--- src/rtl/lpm_pkg.sv ---
package lpm_pkg;

    localparam int WORD_W   = 32;
    localparam int LEAF_BIT = 31;
    localparam int VAL_W    = 31;
    localparam int KEY_W    = 16;   // bits still to be consumed after entry
    localparam int STEP_W   = 8;    // bits consumed per lower level

    typedef logic [WORD_W-1:0] word_t;

    typedef enum logic [1:0] {
        HEAD_NONE,
        HEAD_LEAF,
        HEAD_BRANCH
    } head_kind_e;

    typedef enum logic [1:0] {
        PORT_IDLE,
        PORT_RECIRC,
        PORT_ENTER
    } port_owner_e;

    function automatic logic word_is_leaf(input word_t w);
        return w[LEAF_BIT];
    endfunction

endpackage

--- src/rtl/lpm_fifo.sv ---
module lpm_fifo #(
    parameter int W     = 8,
    parameter int DEPTH = 8
) (
    input  logic         clk,
    input  logic         rst_n,
    input  logic         push,
    input  logic [W-1:0] din,
    input  logic         pop,
    output logic [W-1:0] dout,
    output logic         full,
    output logic         empty
);
    localparam int IDX_W = (DEPTH > 1) ? $clog2(DEPTH) : 1;
    localparam int CNT_W = $clog2(DEPTH + 1);
    localparam logic [IDX_W-1:0] LAST_IDX = IDX_W'(DEPTH - 1);
    localparam logic [CNT_W-1:0] FULL_CNT = CNT_W'(DEPTH);

    logic [W-1:0]     store [DEPTH];
    logic [IDX_W-1:0] wr_idx, rd_idx;
    logic [CNT_W-1:0] count;

    assign full  = (count == FULL_CNT);
    assign empty = (count == '0);
    assign dout  = store[rd_idx];

    always_ff @(posedge clk) begin
        if (!rst_n) begin
            wr_idx <= '0;
            rd_idx <= '0;
            count  <= '0;
        end else begin
            if (push) wr_idx <= (wr_idx == LAST_IDX) ? '0 : wr_idx + 1'b1;
            if (pop)  rd_idx <= (rd_idx == LAST_IDX) ? '0 : rd_idx + 1'b1;
            unique case ({push, pop})
                2'b10:   count <= count + 1'b1;
                2'b01:   count <= count - 1'b1;
                default: count <= count;
            endcase
        end
    end

    always_ff @(posedge clk) begin
        if (push) store[wr_idx] <= din;
    end


    no_overflow_chk: assert property (@(posedge clk) disable iff (!rst_n)
        (push && full) |-> pop);


    no_underflow_chk: assert property (@(posedge clk) disable iff (!rst_n)
        pop |-> !empty);

endmodule

--- src/rtl/lpm_port_ctrl.sv ---
module lpm_port_ctrl
    import lpm_pkg::*;
#(
    parameter int TAG_W  = 8,
    parameter int MEM_AW = 24
) (
    input  logic                      clk,
    input  logic                      rst_n,
    // oldest returned table word
    input  logic                      rsp_vld,
    input  word_t                     rsp_word,
    output logic                      rsp_pop,
    // oldest in-flight context
    input  logic [TAG_W+KEY_W-1:0]    ctx_head,
    input  logic                      ctx_full,
    output logic                      ctx_pop,
    output logic                      ctx_push,
    output logic [TAG_W+KEY_W-1:0]    ctx_din,
    // request side
    input  logic                      in_valid,
    output logic                      in_ready,
    input  logic [31:0]               in_addr,
    input  logic [TAG_W-1:0]          in_tag,
    // result side
    output logic                      out_valid,
    input  logic                      out_ready,
    output logic [VAL_W-1:0]          out_result,
    output logic [TAG_W-1:0]          out_tag,
    // memory port
    output logic                      mem_req_valid,
    output logic [MEM_AW-1:0]         mem_req_addr
);
    head_kind_e  head_kind;
    port_owner_e port_owner;

    logic [TAG_W-1:0]  head_tag;
    logic [KEY_W-1:0]  head_bits;
    logic [STEP_W-1:0] head_step;
    logic [MEM_AW-1:0] next_ptr;

    assign head_tag  = ctx_head[TAG_W+KEY_W-1:KEY_W];
    assign head_bits = ctx_head[KEY_W-1:0];
    assign head_step = head_bits[KEY_W-1:KEY_W-STEP_W];
    assign next_ptr  = rsp_word[MEM_AW-1:0] + {{(MEM_AW-STEP_W){1'b0}}, head_step};

    // classify the oldest response
    always_comb begin
        if (!rsp_vld)                   head_kind = HEAD_NONE;
        else if (word_is_leaf(rsp_word)) head_kind = HEAD_LEAF;
        else                            head_kind = HEAD_BRANCH;
    end

    // consume the head, arbitrate the memory port
    always_comb begin
        rsp_pop    = 1'b0;
        ctx_pop    = 1'b0;
        out_valid  = 1'b0;
        port_owner = PORT_IDLE;
        unique case (head_kind)
            HEAD_BRANCH: begin
                port_owner = PORT_RECIRC;
                rsp_pop    = 1'b1;
                ctx_pop    = 1'b1;
            end
            HEAD_LEAF: begin
                out_valid = 1'b1;
                rsp_pop   = out_ready;
                ctx_pop   = out_ready;
            end
            HEAD_NONE: begin
            end
            default: begin
            end
        endcase
        in_ready = (port_owner != PORT_RECIRC) && (!ctx_full || ctx_pop);
        if (in_valid && in_ready) port_owner = PORT_ENTER;
    end

    // drive the memory port and the context queue
    always_comb begin
        mem_req_valid = 1'b0;
        mem_req_addr  = '0;
        ctx_push      = 1'b0;
        ctx_din       = '0;
        unique case (port_owner)
            PORT_RECIRC: begin
                mem_req_valid = 1'b1;
                mem_req_addr  = next_ptr;
                ctx_push      = 1'b1;
                ctx_din       = {head_tag, head_bits[KEY_W-STEP_W-1:0], {STEP_W{1'b0}}};
            end
            PORT_ENTER: begin
                mem_req_valid = 1'b1;
                mem_req_addr  = {{(MEM_AW-KEY_W){1'b0}}, in_addr[31:KEY_W]};
                ctx_push      = 1'b1;
                ctx_din       = {in_tag, in_addr[KEY_W-1:0]};
            end
            PORT_IDLE: begin
            end
            default: begin
            end
        endcase
    end

    assign out_result = rsp_word[VAL_W-1:0];
    assign out_tag    = head_tag;


    recirc_prio_chk: assert property (@(posedge clk) disable iff (!rst_n)
        (rsp_vld && !rsp_word[LEAF_BIT]) |-> (!in_ready && mem_req_valid));


    out_hold_chk: assert property (@(posedge clk) disable iff (!rst_n)
        (out_valid && !out_ready) |=> (out_valid && $stable(out_result) && $stable(out_tag)));

endmodule

--- src/rtl/lpm_circ_engine.sv ---
module lpm_circ_engine
    import lpm_pkg::*;
#(
    parameter int TAG_W  = 8,
    parameter int MEM_AW = 24,
    parameter int DEPTH  = 8    // keep at least the memory latency
) (
    input  logic              clk,
    input  logic              rst_n,
    input  logic              in_valid,
    output logic              in_ready,
    input  logic [31:0]       in_addr,
    input  logic [TAG_W-1:0]  in_tag,
    output logic              out_valid,
    input  logic              out_ready,
    output logic [30:0]       out_result,
    output logic [TAG_W-1:0]  out_tag,
    output logic              mem_req_valid,
    output logic [MEM_AW-1:0] mem_req_addr,
    input  logic              mem_rsp_valid,
    input  logic [31:0]       mem_rsp_data
);
    localparam int CTX_W = TAG_W + KEY_W;

    logic             ctx_push, ctx_pop, ctx_full, ctx_empty;
    logic [CTX_W-1:0] ctx_din, ctx_head;
    logic             rsp_pop, rsp_full, rsp_empty;
    word_t            rsp_word;

    lpm_fifo #(.W(CTX_W), .DEPTH(DEPTH)) u_ctx_q (
        .clk   (clk),
        .rst_n (rst_n),
        .push  (ctx_push),
        .din   (ctx_din),
        .pop   (ctx_pop),
        .dout  (ctx_head),
        .full  (ctx_full),
        .empty (ctx_empty)
    );

    lpm_fifo #(.W(WORD_W), .DEPTH(DEPTH)) u_rsp_q (
        .clk   (clk),
        .rst_n (rst_n),
        .push  (mem_rsp_valid),
        .din   (mem_rsp_data),
        .pop   (rsp_pop),
        .dout  (rsp_word),
        .full  (rsp_full),
        .empty (rsp_empty)
    );

    lpm_port_ctrl #(.TAG_W(TAG_W), .MEM_AW(MEM_AW)) u_ctrl (
        .clk           (clk),
        .rst_n         (rst_n),
        .rsp_vld       (!rsp_empty),
        .rsp_word      (rsp_word),
        .rsp_pop       (rsp_pop),
        .ctx_head      (ctx_head),
        .ctx_full      (ctx_full),
        .ctx_pop       (ctx_pop),
        .ctx_push      (ctx_push),
        .ctx_din       (ctx_din),
        .in_valid      (in_valid),
        .in_ready      (in_ready),
        .in_addr       (in_addr),
        .in_tag        (in_tag),
        .out_valid     (out_valid),
        .out_ready     (out_ready),
        .out_result    (out_result),
        .out_tag       (out_tag),
        .mem_req_valid (mem_req_valid),
        .mem_req_addr  (mem_req_addr)
    );


    enter_addr_chk: assert property (@(posedge clk) disable iff (!rst_n)
        (in_valid && in_ready) |-> (mem_req_valid && mem_req_addr[KEY_W-1:0] == in_addr[31:KEY_W]));


    rsp_has_ctx_chk: assert property (@(posedge clk) disable iff (!rst_n)
        !rsp_empty |-> !ctx_empty);


    rsp_room_chk: assert property (@(posedge clk) disable iff (!rst_n)
        mem_rsp_valid |-> (!rsp_full || rsp_pop));

endmodule

--- config.mk ---
export PLATFORM = sky130hd
export DESIGN_NAME = lpm_circ_engine
export DESIGN_NICKNAME = d
export VERILOG_FILES = /design/src/rtl/lpm_pkg.sv /design/src/rtl/lpm_fifo.sv /design/src/rtl/lpm_port_ctrl.sv /design/src/rtl/lpm_circ_engine.sv
export SDC_FILE = /design/constraint.sdc
export NUM_CORES = 1
export LEC_CHECK = 0
export ABC_AREA = 1
export BUFFER_PORTS_ARGS = -buffer_cell sky130_fd_sc_hd__buf_4
export CORE_MARGIN = 5
export CORE_UTILIZATION = 45
export CTS_CLUSTER_SIZE = 12
export DETAILED_ROUTE_END_ITERATION = 16
export PLACE_DENSITY = 0.61
export SLEW_MARGIN = 20
export SYNTH_ARGS = -nofsm -noshare
export SYNTH_HDL_FRONTEND = slang
export SYNTH_SLANG_ARGS = --single-unit
export TNS_END_PERCENT = 100
--- constraint.sdc ---
create_clock -name clk -period 4.9 [get_ports clk]
set_clock_uncertainty 0.2 [all_clocks]
set_input_delay 0.98 -clock clk [delete_from_list [all_inputs] [get_ports clk]]
set_output_delay 0.98 -clock clk [all_outputs]
set_load 0.1 [all_outputs]
==> impl_metrics.json <==
{
  "synthArstFlopShare_pct": 0,
  "timing.final.setup_violations": 0,
  "drc": 0,
  "relSlewSlack_pct": 44.0,
  "antenna_found_initial": 1,
  "insertion_delay_ns": 0.59,
  "clockRootBuffer": "clkbuf_16",
  "post_drt_wl_per_cell_um": 19.3,
  "cts.clk_slew.worst_paths_ns": 0.06,
  "maxCapViolations": 0,
  "routed_wl_um": 50600,
  "maxSlewViolCount": 0,
  "drt_pre_antenna_iters": 7,
  "synth_top_area_share_pct": 66.3,
  "drive_gt1_share_pct": 18.4,
  "die_w_um": 222,
  "route.vias.total": 13700,
  "synth_compound_area_share_pct": 9.23,
  "fmax_mhz": 211,
  "critPathRequiredTime_ns": 3.72,
  "die-area_um2": 49400,
  "clock_sinks": 474,
  "fin_crit_ns": 4.74,
  "synth.avg_cell_area_um2": 11.1,
  "synth-edff-count": 448,
  "synth_cells": 1820,
  "synth-simple-area-share_pct": 14.8,
  "nFillCells": 3799,
  "rows": 77,
  "max_stage_delay_ns": 0.45,
  "rsz0062_at_grt": "true",
  "antenna_left": 0,
  "overflow": 0,
  "initial_utilization_pct": 45.7,
  "gp_congestion": 0.815,
  "grt_usage_pct": 20.1,
  "portBuffers": 142,
  "rr_worst_depth": 20,
  "synthTopCellsByArea": "edfxtp_1 (66%), nand2_1 (6.3%), nor2_1 (5.7%)",
  "yosysTopAreaCell": "edfxtp_1",
  "synth_adder_area_share_pct": 1.55,
  "synth_mux_area_share_pct": 0,
  "syn_nets": 1921,
  "cts_buffer_depth": 3,
  "ys.flop_type": "edfxtp_1",
  "drt_iter0_markers": 851,
  "outcome": "finished clean",
  "postPlaceCellArea_um2": 22400,
  "worstSetupStartpointType": "flip-flop",
  "area_growth_pct": 20.4,
  "final_area_um2": 24400,
  "seq_area_um2": 14000,
  "hp-class": "reg -> reg",
  "cpMostUsedCell": "nor2_4",
  "finalCritPeriodShare_pct": 96.7,
  "dp_hpwl_um": 31100,
  "synth_xor_xnor_area_share_pct": 0.216,
  "io_pins": 143,
  "worst_path_max_delay_cell": "dfxtp_4",
  "worst_setup_path_end_kind": "output port",
  "ys_seq_area_share_pct": 68.9,
  "hold_viol": 0,
  "grt_max_degree": 39,
  "fin_nets": 2096,
  "path_cells": "buf_16 -> o21ai_0 -> o22ai_1 -> nor2_2 -> a31oi_4 -> ha_2 -> inv_2 -> fa_2 -> nor2_4 -> o21ai_1 -> nand2_2 -> a21oi_4 -> inv_2 -> nand3_4 -> nor2_4 -> buf_4 -> a21oi_4 -> nor2_4 -> buf_12",
  "ys_ff_latch": 474,
  "synth_top_family_by_area": "simple AND/OR/NAND/NOR gates",
  "cts_tree": "done",
  "multi_input_area_um2": 5690,
  "hold_ws_ns": 0.266,
  "whs_path_depth": 1,
  "h-tree-depth": 2,
  "core_area_um2": 44400,
  "yosysWarnings": 0,
  "routed_via_density": 5.21,
  "dieHeight_um": 222,
  "worst_pin_slew_ns": 0.838,
  "critPathKind": "reg -> out",
  "synth_area_um2": 20300,
  "crit_arrival_ns": 3.56,
  "numCtsBuffers": 49,
  "grt_pass1_wl_um": 78100,
  "critPathMaxFanout": 6,
  "synth.distinct_cells": 43,
  "grt_pass1_vias": 13400
}
[placed cells by master (no fill, tap or decap), types with 8 or more instances in the layout]
| cell | Yosys | routed |
|---|---|---|
| a21oi_1 | 43 | 38 |
| a22o_1 | 9 | 9 |
| a31oi_1 | 29 | 21 |
| a32o_1 | 8 | 8 |
| a32oi_1 | 8 | 8 |
| buf_12 | 0 | 8 |
| buf_4 | 7 | 182 |
| buf_6 | 14 | 14 |
| clkbuf_1 | 44 | 24 |
| clkbuf_16 | 0 | 52 |
| clkinv_1 | 2 | 9 |
| dfxtp_1 | 26 | 22 |
| edfxtp_1 | 448 | 448 |
| ha_1 | 22 | 18 |
| inv_1 | 138 | 134 |
| inv_2 | 11 | 13 |
| nand2_1 | 342 | 334 |
| nand2_2 | 6 | 11 |
| nand3_1 | 81 | 79 |
| nor2_1 | 306 | 285 |
| nor2_4 | 2 | 19 |
| o211ai_1 | 9 | 9 |
| o21ai_0 | 162 | 145 |
| o21ai_1 | 12 | 18 |
| o22ai_1 | 35 | 35 |
[worst max-delay path: cells and delay by family, from the launching register on]
family	cells	cell delay [ns]
flip-flops	1	0.45
buffers and inverters	5	0.63
AND/OR/NAND/NOR	6	0.68
AO/OA/AOI/OAI	6	0.64
adder cells (fa/ha/maj)	2	0.57
[logic make-up (layout without fill, tap and decap cells)]
family | Yosys count | in the layout
simple gates | 749 | 749
buf+inv | 243 | 457
fa+ha+maj | 24 | 24
flops | 474 | 474
xor+xnor | 5 | 5
compound gates | 325 | 325
other cells | 0 | 1
[timing repair]
action,in CTS,in global routing
buffers inserted,2,9
endpoints found under the hold margin,0,0
pin swaps,2,4
setup endpoints to repair,17,19
cloned,4,2
hold buffers,0,0
gates resized for setup,37,50
[final timing paths]
check,slack (ns),startpoint,to
max,0.16,flip-flop,mem_req_addr[18]
min,0.27,u_rsp_q.count[0],u_rsp_q.count[0]
max reg2reg,0.78,flip-flop,u_rsp_q.count[3]
min reg2reg,0.27,u_rsp_q.count[0],u_rsp_q.count[0]
[state kept, by name, summed over array words and instances, names as in the netlist, named ones only]
signal / flops
u_ctx_q.rd_idx: 3
u_rsp_q.store: 256
u_ctx_q.store: 192
u_ctx_q.count: 4
u_ctx_q.wr_idx: 3
u_rsp_q.wr_idx: 3
u_rsp_q.rd_idx: 3
u_rsp_q.count: 4
[area by class of cell]
type                            count  share of cell area, %
Clock buffer                       76                   5.61
Antenna cell                        1                 0.0103
Clock inverter                     14                  0.297
Sequential cell                   474                   57.3
Tap cell                          592                   3.03
Multi-Input combinational cell   1103                   23.3
Inverter                          151                   2.40
Timing Repair Buffer              216                   8.06
[cell usage after synthesis, types with 3 or more instances]
master      n
a21oi_1    43
a22o_1      9
a31oi_1    29
a32o_1      8
a32oi_1     8
buf_1       5
buf_2      21
buf_4       7
buf_6      14
clkbuf_1   44
dfxtp_1    26
edfxtp_1  448
ha_1       22
inv_1     138
inv_2      11
nand2_1   342
nand2_2     6
nand3_1    81
nand4_1     3
nor2_1    306
nor2_2      3
o211ai_1    9
o21ai_0   162
o21ai_1    12
o22ai_1    35
xnor2_1     3
[routing by layer]
metal,routed length [µm],global-route usage (%),vias to the layer above
met5,0,0,-
met4,898,4.65,0
met3,2800,4.14,60
met2,25400,34.5,320
met1,21500,26.4,6637
li1,-,-,6667
[per-stage QoR]
step	utilization [%]	setup slack [ns]	setup TNS, ns	instances
after floorplan	-	-0.245	-1.14	1820
after global placement	50.4	0.382	0	2519
after detailed placement	50.4	0.315	0	2519
after CTS	54.3	0.00600	0	2615
after global routing	55.0	-0.0362	-0.0971	2627
final	55.0	0.161	0	2627
Power is left out: the tool's default activity adds up to more than one toggle a clock period on the data nets, which glitch-free logic cannot reach.
